`config.mk`:
```
export PLATFORM = sky130hd
export DESIGN_NAME = i2c_stretch_target
export DESIGN_NICKNAME = d
export VERILOG_FILES = /design/src/rtl/i2c_tgt_pkg.sv /design/src/rtl/i2c_tgt_sync.sv /design/src/rtl/i2c_tgt_datapath.sv /design/src/rtl/i2c_tgt_ctrl.sv /design/src/rtl/i2c_stretch_target.sv
export SDC_FILE = /design/constraint.sdc
export NUM_CORES = 1
export LEC_CHECK = 0
export ABC_AREA = 0
export BUFFER_PORTS_ARGS = -buffer_cell sky130_fd_sc_hd__buf_2
export CAP_MARGIN = 20
export CORE_MARGIN = 3
export CORE_UTILIZATION = 55
export CTS_CLUSTER_DIAMETER = 50
export DETAILED_ROUTE_END_ITERATION = 8
export MAX_ROUTING_LAYER = met4
export PLACE_DENSITY = 0.78
export SLEW_MARGIN = 20
export SYNTH_ARGS = -nofsm -noshare
export SYNTH_HDL_FRONTEND = slang
export SYNTH_SLANG_ARGS = --single-unit
```
`constraint.sdc`:
```
create_clock -name clk -period 2.4 [get_ports clk]
set_clock_uncertainty 0.2 [all_clocks]
set_input_delay 0.48 -clock clk [delete_from_list [all_inputs] [get_ports clk]]
set_output_delay 0.48 -clock clk [all_outputs]
set_load 0.01 [all_outputs]
```
`src/rtl/i2c_tgt_pkg.sv`:
```
package i2c_tgt_pkg;

  typedef enum logic [2:0] {
    ST_IDLE,   // ignoring the bus until START
    ST_RECV,   // shifting in address or write data
    ST_HOLD,   // SCL stretched, waiting on the core
    ST_ACK,    // ninth clock of a received byte
    ST_SEND,   // shifting out read data
    ST_PEEK    // ninth clock of a sent byte, listening to the controller
  } tgtState_e;

  typedef struct packed {
    logic capture;    // sample SDA into the shifter
    logic advance;    // move the next transmit bit to the MSB
    logic loadTx;     // load the shifter from txData
    logic pushRx;     // copy the shifter into the receive holding register
    logic clrCnt;     // restart the bit counter
    logic driveAck;   // pull SDA low for the acknowledge
    logic driveData;  // let the shifter MSB control SDA
    logic stretch;    // pull SCL low
  } tgtStb_t;

endpackage

```
`src/rtl/i2c_tgt_sync.sv`:
```
module i2c_tgt_sync #(
  parameter int   STAGES  = 2,
  parameter logic RST_VAL = 1'b1
) (
  input  logic clk,
  input  logic rstN,
  input  logic din,
  output logic dout
);

  logic [STAGES-1:0] chain;

  always_ff @(posedge clk or negedge rstN) begin
    if (!rstN) begin
      chain <= {STAGES{RST_VAL}};
    end else begin
      chain[0] <= din;
      for (int i = 1; i < STAGES; i++) chain[i] <= chain[i-1];
    end
  end

  assign dout = chain[STAGES-1];

endmodule

```
`src/rtl/i2c_tgt_datapath.sv`:
```
module i2c_tgt_datapath
  import i2c_tgt_pkg::*;
#(
  parameter int DATA_W      = 8,
  parameter int SYNC_STAGES = 2
) (
  input  logic              clk,
  input  logic              rstN,
  input  logic              sclIn,
  input  logic              sdaIn,
  input  tgtStb_t           stb,
  input  logic [DATA_W-1:0] txData,
  input  logic              rxReady,
  output logic              sclRise,
  output logic              sclFall,
  output logic              startDet,
  output logic              stopDet,
  output logic              sdaNow,
  output logic              byteEnd,
  output logic [DATA_W-1:0] byteVal,
  output logic [DATA_W-1:0] rxData,
  output logic              rxValid,
  output logic              sclOe,
  output logic              sdaOe
);

  localparam int CNT_W = $clog2(DATA_W + 1);
  localparam int LINES = 2;

  logic [LINES-1:0] rawLines, syncLines;
  logic             sclNow, sclQ, sdaQ;
  logic [CNT_W-1:0] bitCnt;
  logic [DATA_W-1:0] shReg;

  assign rawLines = {sclIn, sdaIn};

  for (genvar g = 0; g < LINES; g++) begin : g_sync
    i2c_tgt_sync #(.STAGES(SYNC_STAGES), .RST_VAL(1'b1)) u_sync (
      .clk  (clk),
      .rstN (rstN),
      .din  (rawLines[g]),
      .dout (syncLines[g])
    );
  end

  assign sclNow = syncLines[1];
  assign sdaNow = syncLines[0];

  always_ff @(posedge clk or negedge rstN) begin
    if (!rstN) begin
      sclQ <= 1'b1;
      sdaQ <= 1'b1;
    end else begin
      sclQ <= sclNow;
      sdaQ <= sdaNow;
    end
  end

  assign sclRise  = sclNow & ~sclQ;
  assign sclFall  = ~sclNow & sclQ;
  assign startDet = sclNow & sclQ & sdaQ & ~sdaNow;
  assign stopDet  = sclNow & sclQ & ~sdaQ & sdaNow;

  // bit counter: counts SCL rising edges, saturates at a full byte
  always_ff @(posedge clk or negedge rstN) begin
    if (!rstN)                                    bitCnt <= '0;
    else if (stb.clrCnt)                          bitCnt <= '0;
    else if (sclRise && bitCnt != CNT_W'(DATA_W)) bitCnt <= bitCnt + CNT_W'(1);
  end
  assign byteEnd = (bitCnt == CNT_W'(DATA_W));

  // shared shift register, MSB first in both directions
  always_ff @(posedge clk or negedge rstN) begin
    if (!rstN)            shReg <= '0;
    else if (stb.loadTx)  shReg <= txData;
    else if (stb.capture) shReg <= {shReg[DATA_W-2:0], sdaNow};
    else if (stb.advance) shReg <= {shReg[DATA_W-2:0], 1'b0};
  end
  assign byteVal = shReg;

  // single-entry receive holding register
  always_ff @(posedge clk or negedge rstN) begin
    if (!rstN) begin
      rxData  <= '0;
      rxValid <= 1'b0;
    end else if (stb.pushRx) begin
      rxData  <= shReg;
      rxValid <= 1'b1;
    end else if (rxReady) begin
      rxValid <= 1'b0;
    end
  end

  assign sdaOe = stb.driveAck | (stb.driveData & ~shReg[DATA_W-1]);
  assign sclOe = stb.stretch;

  // SDA drive holds still across a high SCL
  p_sda_quiet_high_r10: assert property (@(posedge clk) disable iff (!rstN)
    (sclNow && sclQ && !stopDet) |=> $stable(sdaOe));

  // an unread byte is neither lost nor overwritten
  p_rx_hold_r5: assert property (@(posedge clk) disable iff (!rstN)
    (rxValid && !rxReady) |=> (rxValid && $stable(rxData)));

endmodule

```
`src/rtl/i2c_tgt_ctrl.sv`:
```
module i2c_tgt_ctrl
  import i2c_tgt_pkg::*;
#(
  parameter int                ADDR_W   = 7,
  parameter int                DATA_W   = 8,
  parameter logic [ADDR_W-1:0] OWN_ADDR = 7'h42
) (
  input  logic              clk,
  input  logic              rstN,
  input  logic              sclRise,
  input  logic              sclFall,
  input  logic              startDet,
  input  logic              stopDet,
  input  logic              sdaNow,
  input  logic              byteEnd,
  input  logic [DATA_W-1:0] byteVal,
  input  logic              rxBusy,
  input  logic              evtAck,
  output tgtStb_t           stb,
  output logic              byteEvt,
  output logic              isRead,
  output logic              bufFull
);

  tgtState_e state, nxt;
  logic addrPhase, ackThis, holdTx, ctlNack, bufFullQ, isReadQ;
  logic addrHit;

  assign addrHit = (byteVal[DATA_W-1 -: ADDR_W] == OWN_ADDR);

  always_comb begin
    stb = '0;
    nxt = state;
    case (state)
      ST_IDLE: ;
      ST_RECV: begin
        stb.capture = sclRise;
        if (sclFall && byteEnd) begin
          if (addrPhase) begin
            nxt = addrHit ? ST_HOLD : ST_IDLE;
          end else begin
            nxt        = ST_HOLD;
            stb.pushRx = ~rxBusy;
          end
        end
      end
      ST_HOLD: begin
        stb.stretch  = 1'b1;
        stb.driveAck = ackThis & ~holdTx;
        if (evtAck) begin
          stb.loadTx = isReadQ;
          nxt        = holdTx ? ST_PEEK : ST_ACK;
        end
      end
      ST_ACK: begin
        stb.driveAck = ackThis;
        if (sclFall) begin
          stb.clrCnt = 1'b1;
          nxt = !ackThis ? ST_IDLE : (isReadQ ? ST_SEND : ST_RECV);
        end
      end
      ST_SEND: begin
        stb.driveData = 1'b1;
        if (sclFall) begin
          if (byteEnd) nxt = ST_HOLD;
          else         stb.advance = 1'b1;
        end
      end
      ST_PEEK: begin
        if (sclFall) begin
          stb.clrCnt = 1'b1;
          nxt = ctlNack ? ST_IDLE : ST_SEND;
        end
      end
      default: nxt = ST_IDLE;
    endcase
    if (startDet) begin
      nxt        = ST_RECV;
      stb.clrCnt = 1'b1;
    end else if (stopDet) begin
      nxt = ST_IDLE;
    end
  end

  always_ff @(posedge clk or negedge rstN) begin
    if (!rstN) begin
      state     <= ST_IDLE;
      addrPhase <= 1'b0;
      ackThis   <= 1'b0;
      holdTx    <= 1'b0;
      ctlNack   <= 1'b0;
      bufFullQ  <= 1'b0;
      isReadQ   <= 1'b0;
    end else begin
      state <= nxt;
      if (startDet) begin
        addrPhase <= 1'b1;
        holdTx    <= 1'b0;
        bufFullQ  <= 1'b0;
      end else if (stopDet) begin
        addrPhase <= 1'b0;
        bufFullQ  <= 1'b0;
      end else begin
        case (state)
          ST_RECV: if (sclFall && byteEnd) begin
            holdTx <= 1'b0;
            if (addrPhase) begin
              addrPhase <= 1'b0;
              isReadQ   <= byteVal[0];
              ackThis   <= 1'b1;
            end else begin
              ackThis <= ~rxBusy;
              if (rxBusy) bufFullQ <= 1'b1;
            end
          end
          ST_SEND: if (sclFall && byteEnd) holdTx <= 1'b1;
          ST_PEEK: if (sclRise) ctlNack <= sdaNow;
          default: ;
        endcase
      end
    end
  end

  assign byteEvt = (state == ST_HOLD);
  assign isRead  = isReadQ;
  assign bufFull = bufFullQ;

  // SCL is let go only in answer to the core's service pulse
  p_release_on_service_r6: assert property (@(posedge clk) disable iff (!rstN)
    $fell(stb.stretch) |-> $past(evtAck));

  // a refusal is flagged only while the holding register is occupied
  p_refuse_when_full_r5: assert property (@(posedge clk) disable iff (!rstN)
    $rose(bufFull) |-> $past(rxBusy));

  // a stretch never begins outside a byte boundary
  p_evt_at_byte_end_r3: assert property (@(posedge clk) disable iff (!rstN)
    $rose(byteEvt) |-> $past(sclFall && byteEnd));

endmodule

```
`src/rtl/i2c_stretch_target.sv`:
```
module i2c_stretch_target
  import i2c_tgt_pkg::*;
#(
  parameter int                ADDR_W      = 7,
  parameter int                DATA_W      = 8,
  parameter logic [ADDR_W-1:0] OWN_ADDR    = 7'h42,
  parameter int                SYNC_STAGES = 2
) (
  input  logic              clk,
  input  logic              rstN,
  input  logic              sclIn,
  output logic              sclOe,
  input  logic              sdaIn,
  output logic              sdaOe,
  output logic [DATA_W-1:0] rxData,
  output logic              rxValid,
  input  logic              rxReady,
  input  logic [DATA_W-1:0] txData,
  output logic              byteEvt,
  input  logic              evtAck,
  output logic              isRead,
  output logic              bufFull
);

  tgtStb_t           stb;
  logic              sclRise, sclFall, startDet, stopDet, sdaNow, byteEnd;
  logic [DATA_W-1:0] byteVal;

  i2c_tgt_datapath #(.DATA_W(DATA_W), .SYNC_STAGES(SYNC_STAGES)) u_dp (
    .clk      (clk),
    .rstN     (rstN),
    .sclIn    (sclIn),
    .sdaIn    (sdaIn),
    .stb      (stb),
    .txData   (txData),
    .rxReady  (rxReady),
    .sclRise  (sclRise),
    .sclFall  (sclFall),
    .startDet (startDet),
    .stopDet  (stopDet),
    .sdaNow   (sdaNow),
    .byteEnd  (byteEnd),
    .byteVal  (byteVal),
    .rxData   (rxData),
    .rxValid  (rxValid),
    .sclOe    (sclOe),
    .sdaOe    (sdaOe)
  );

  i2c_tgt_ctrl #(.ADDR_W(ADDR_W), .DATA_W(DATA_W), .OWN_ADDR(OWN_ADDR)) u_ctrl (
    .clk      (clk),
    .rstN     (rstN),
    .sclRise  (sclRise),
    .sclFall  (sclFall),
    .startDet (startDet),
    .stopDet  (stopDet),
    .sdaNow   (sdaNow),
    .byteEnd  (byteEnd),
    .byteVal  (byteVal),
    .rxBusy   (rxValid),
    .evtAck   (evtAck),
    .stb      (stb),
    .byteEvt  (byteEvt),
    .isRead   (isRead),
    .bufFull  (bufFull)
  );

endmodule

```
==> flow_summary.json, run 1 <==
{
  "whs_ns": -0.0188,
  "grt.overflow.total": 0,
  "max_slew_margin": 0.495,
  "synthTopCellsByArea": "dfrtp_1 40%, dfstp_2 8.4%, mux2_2 8.4%, mux2_4 4.8%, nor2_1 2.2%",
  "cts_made_buffers": 5,
  "final_layout_size_suffix_gt1_frac": 0.370,
  "initial_core_util": 0.597,
  "cts.path.max_buffers": 2,
  "cp-end-kind": "output port",
  "antenna_left": 0,
  "fin_crit_ns": 2.26,
  "power_density_nw_per_um2": 835,
  "grt_util_met3": 0.0711,
  "ys_types": 47,
  "io_pins": 28,
  "worstPathRequired_ns": 1.72,
  "final_max_slew_viol_count": 0,
  "grt_max_degree": 37,
  "r2r_slack_ns": 0.20,
  "syn_inst": 172,
  "root_buffer": "clkbuf_4",
  "crit_arrival_ns": 1.58,
  "dpl_cell_area_um2": 2090,
  "worstSetupPathType": "register to output port",
  "peakVddDrop_mv": 0.516,
  "power_mw": 1.85,
  "status": "finished with violations",
  "rsz0062_at_grt": "false",
  "r2r_end": "u_dp.rxData[4]",
  "wl_per_cell_um": 15.4,
  "area_delta_synth_final_pct": 17.4,
  "worst_slew_pin_slew_ns": 0.757,
  "synth-main-ff-cell": "dfrtp_1",
  "hold_viol": 30,
  "portBuffers": 27,
  "rows": 20,
  "ys_seq_elements": 36,
  "nets": 223,
  "coreArea_um2": 3150,
  "clk_pin_slew_ns": 0.11,
  "synth.yosys.seq_area_share": 0.482,
  "final_common_cell": "dfrtp_1",
  "synth_edf_count": 0,
  "drc": 0,
  "synth_top_cell_by_area": "dfrtp_1",
  "grt_pass1_wl_um": 6580,
  "fmax_ghz": 0.442,
  "start_kind": "register",
  "drv_cap": 0,
  "r2r_start": "u_dp.bitCnt[0]",
  "fp.dieH_um": 64.5,
  "dr.pass1.iters": 4,
  "postSynthAreaPerCell_um2": 10.9,
  "async_flop_share": 1.00,
  "synth.top_cell.area_share": 0.399,
  "yosys_warnings": 0,
  "final_cell_mix": "29 x dfrtp_1, 27 x buf_2, 14 x mux2_2",
  "grt_pass1_vias": 1393,
  "setup-violations-final": 0,
  "use_met1": 0.278,
  "cts_tree": "done",
  "hold_path.class": "input pin to async pin",
  "vias_per_cell": 5.66,
  "final_area_um2": 2210,
  "period_share": 0.942,
  "hpwl_um": 2880,
  "htreeDepth": 2,
  "n_antenna_cell": 0,
  "crit_path_max_fanout": 13,
  "syn_area_um2": 1880,
  "dr_total_vias": 1427,
  "p_leak_nw": 1.09,
  "violations": "negative hold slack",
  "cts.sink_count": 36,
  "gp_congestion": 0.976,
  "post_cts.repair.setup_buffers": 0,
  "clk_latency_ns": 0.35,
  "first_iter_violations": 47,
  "syn_nets": 188,
  "tns_ns": 0,
  "grt.busiest_layer": "met2",
  "antenna_found_initial": 0,
  "reg2reg_depth": 6,
  "wirelength_um": 3880,
  "use_met2": 0.311,
  "dieArea_um2": 4160,
  "grtUsageTotal": 0.214,
  "die_w_um": 64.5
}
[per-stage QoR]
| step | std cells | util | worst slack [ns] |
|---|---|---|---|
| 6_report | 252 | 0.701 | 0.138 |
| 5_1_grt | 252 | 0.701 | 0.0577 |
| 4_1_cts | 250 | 0.693 | 0.0240 |
| 3_5_place_dp | 242 | 0.663 | 0.0440 |
| 3_3_place_gp | 242 | 0.663 | 0.140 |
| 2_1_floorplan | 172 | - | 0.258 |
[cells in the mapped netlist (2+ instances only)]
cell type and count:
o21a_1 2, nand2_1 10, a21oi_1 4, ha_1 2, nor2_1 11, nand3_2 2, nand4_1 2, a31oi_1 4
a21boi_0 2, mux2i_1 2, clkbuf_1 6, mux2_1 2, nand3b_1 2, o21ai_0 7, mux2_4 6, a221oi_1 3
nand2b_1 2, dfrtp_1 30, mux2_2 14, nor2b_1 6, nor3_1 4, inv_1 8, dfstp_2 6, nand3_1 8
xor2_1 4, a32oi_1 2
[power by group]
group	internal (mW)	switching, mW	total [mW]	leakage, nW
combinational	0.262	0.251	0.513	0.566
clock	0.276	0.209	0.485	0.0515
sequential	0.720	0.130	0.849	0.468
[cell families (layout without fill, tap and decap cells)]
group           Yosys count  after routing  synth area share
compound gates           31             31             0.114
buf+inv                  18             54            0.0432
simple gates             56             56             0.170
xor+xnor                  5              5            0.0233
fa+ha+maj                 2              2            0.0133
flops                    36             36             0.482
mux                      24             24             0.154
[repair_timing]
| action | in CTS | in global routing |
|---|---|---|
| resized for setup | 0 | 2 |
| setup endpoints to repair | 0 | 9 |
| endpoints found under the hold margin | 0 | 2 |
| hold buffers | 0 | 2 |
[per-layer routing]
metal / vias to the layer above / wire [µm]
met3: 9 / 284
met2: 55 / 1800
met4: 0 / 69
li1: 689 / -
met1: 674 / 1730
met5: - / 0
[registers in the layout (all words and copies together), names as in the netlist]
register / count
u_ctrl.ackThis: 1
u_ctrl.addrPhase: 1
u_ctrl.bufFull: 1
u_ctrl.ctlNack: 1
u_ctrl.holdTx: 1
u_ctrl.isRead: 1
u_ctrl.state: 3
u_dp.bitCnt: 4
u_dp.byteVal: 8
u_dp.g_sync.u_sync.chain: 4
u_dp.rxData: 8
u_dp.rxValid: 1
u_dp.sclQ: 1
u_dp.sdaQ: 1
[cell type report]
class	count	area, µm²
clock buffer	7	65.1
clock inverter	1	30.0
fill	260	942
inverter	8	30.0
multi-input combinational	118	898
sequential	36	910
tap	44	55.1
timing repair buffer	38	223
[worst max-delay path, stage by stage, from the launching register on]
cell      delay (ns)
dfrtp_2         0.48
buf_4           0.20
nand2b_1        0.19
nor2_1          0.10
a22o_1          0.13
buf_2           0.12
[how the worst max path moves through the flow]
stage	startpoint	to	slack (ns)	depth (start not counted)
3_3_place_gp	u_dp.bitCnt[0]	u_dp.rxData[6]	0.14	6
6_report	u_ctrl.state[2]	sdaOe	0.14	5
2_1_floorplan	u_dp.bitCnt[0]	u_dp.rxData[4]	0.26	8
4_1_cts	u_dp.bitCnt[0]	u_dp.rxData[4]	0.02	6
3_5_place_dp	u_dp.bitCnt[0]	u_dp.rxData[6]	0.04	6
5_1_grt	u_dp.bitCnt[0]	u_dp.rxData[4]	0.06	6
Power figures use the tool's default switching activity.
==> run 2: changes to the inputs <==
Settings changed: RECOVER_POWER set to 100.
==> run 2 against run 1 <==
Against the previous run:
- the run still ends with negative hold slack left
- final cell count unchanged
- count of clock-buffer cells in the layout unchanged
- global-route usage unchanged
- combinational power is 2% lower
- critical endpoint unchanged
- register-to-register slack about the same
- clock power about the same
- cell area decreased by 2.2%
==> flow_summary.json, run 2 (same netlist as run 1, synthesis figures left out) <==
{
  "crit_buf_inv": 2,
  "startpoint": "u_ctrl.state[2]",
  "root_buffer": "clkbuf_4",
  "r2r_end": "u_dp.rxData[2]",
  "seqPwrFrac": 0.461,
  "post_cts.repair.setup_buffers": 0,
  "whs_ns": -0.0142,
  "pwr-share-clk": 0.264,
  "antenna_found_initial": 0,
  "period_share": 0.946,
  "final_core_util": 0.686,
  "path_delay_family": "flip-flops",
  "peakVddDrop_mv": 0.517,
  "tns_ns": 0,
  "first_iter_violations": 61,
  "area_delta_synth_final_pct": 14.8,
  "wl_per_cell_um": 15.4,
  "post-place-cells": 242,
  "fin_cells": 252,
  "htreeDepth": 2,
  "coreArea_um2": 3150,
  "reg2reg_depth": 6,
  "fp.dieH_um": 64.5,
  "cts_made_buffers": 5,
  "grt_max_degree": 37,
  "dr_total_vias": 1444,
  "grt_pass1_wl_um": 6580,
  "r2r_start": "u_dp.bitCnt[0]",
  "dp_slack_ns": 0.0440,
  "die_w_um": 64.5,
  "antenna_left": 0,
  "clk_latency_ns": 0.35,
  "wirelength_um": 3880,
  "drc": 0,
  "portBuffers": 27,
  "p_comb_frac": 0.276,
  "final_area_um2": 2160,
  "dpl_cell_area_um2": 2090,
  "switching_share": 0.319,
  "grt.overflow.total": 0,
  "worstSetupPathType": "register to output port",
  "rsz0062_at_grt": "false",
  "dr.pass1.iters": 4,
  "cp-end-kind": "output port",
  "hold_viol": 27,
  "cts.path.max_buffers": 2,
  "grtUsageTotal": 0.214,
  "hold_path.class": "input pin to async pin",
  "crit_path_max_fanout": 13,
  "internal-power_mw": 1.25,
  "power_mw": 1.83,
  "violations": "negative hold slack",
  "drv_cap": 0,
  "initial_core_util": 0.597,
  "grt_pass1_vias": 1393,
  "fin_crit_ns": 2.27,
  "p_sw_mw": 0.584,
  "cts.sink_count": 36,
  "fmax_ghz": 0.441,
  "cts_tree": "done",
  "worstPathRequired_ns": 1.72,
  "crit_end": "sdaOe",
  "critical_path_depth": 5,
  "final_layout_size_suffix_gt1_frac": 0.264,
  "setup-violations-final": 0,
  "rows": 20,
  "critPathMaxStageDelay_ns": 0.48,
  "io_pins": 28,
  "crit_path_top_delay_cell": "dfrtp_2",
  "nets": 223,
  "vias_per_cell": 5.73,
  "p_leak_nw": 1.01,
  "final_max_slew_viol_count": 0,
  "final_cell_mix": "29 x dfrtp_1, 16 x buf_2, 14 x mux2_2",
  "max_slew_margin": 0.494,
  "start_kind": "register",
  "r2r_slack_ns": 0.20,
  "fin_ws_ns": 0.130,
  "n_antenna_cell": 0,
  "status": "finished with violations",
  "dieArea_um2": 4160,
  "path_cells": "clkbuf_4 -> nand2b_1 -> nor2_1 -> a22o_1 -> buf_2",
  "power_density_nw_per_um2": 848,
  "final_common_cell": "dfrtp_1",
  "hpwl_um": 2880,
  "crit_arrival_ns": 1.59,
  "clk_pin_slew_ns": 0.11,
  "worst_slew_pin_slew_ns": 0.759,
  "gp_congestion": 0.976
}
## run 2: changes by cell type in the layout (fill, tap and decap cells not counted), sizes merged
cell,before,now
buf,36,22
clkbuf,7,21
## run 2: how the worst min path moves through the flow
stage                                          end  cells after the start
CTS                 u_dp.g_sync[1].u_sync.chain[0]                      1
global placement    u_dp.g_sync[1].u_sync.chain[1]                      0
global route                       u_ctrl.state[0]                      1
finish                              u_dp.bitCnt[3]                      1
detailed placement  u_dp.g_sync[1].u_sync.chain[1]                      0
floorplan                           u_ctrl.ackThis                      0
## run 2: power groups by stage
stage / registers [mW] / logic [mW] / clock network [mW]
floorplan: 0.808 / 0.390 / 0
CTS: 0.845 / 0.511 / 0.494
detailed placement: 0.855 / 0.508 / 0
global placement: 0.843 / 0.489 / 0
finish: 0.845 / 0.505 / 0.483
global route: 0.862 / 0.568 / 0.521
## run 2: metal layers
| layer | global-route usage | vias to the layer above | part of all wire |
|---|---|---|---|
| li1 | - | 688 | - |
| met4 | 0.0844 | 0 | 0.015 |
| met2 | 0.311 | 54 | 0.47 |
| met3 | 0.0711 | 9 | 0.068 |
| met1 | 0.278 | 693 | 0.45 |
| met5 | - | - | 0 |
## run 2: final cells by class
cell class,instances,area [µm²]
well taps,44,55.1
repair buffers,38,201
flip-flops and latches,36,910
clock inverters,1,30.0
multi-input cells,118,871
inverters,8,30.0
clock buffers,7,65.1
fillers,273,991
## run 2: timing repair
action	4_1_cts	5_1_grt
hold buffers	0	2
hold endpoints to repair	0	2
gates resized for setup	0	2
endpoints found under the setup margin	0	9
## run 2: worst reg2reg max path: stages, from the launching register on
cell and delay [ns]:
dfrtp_1 0.41, inv_1 0.10, ha_1 0.17, and3b_1 0.30, nand3_2 0.13, or3_4 0.42, mux2_1 0.34
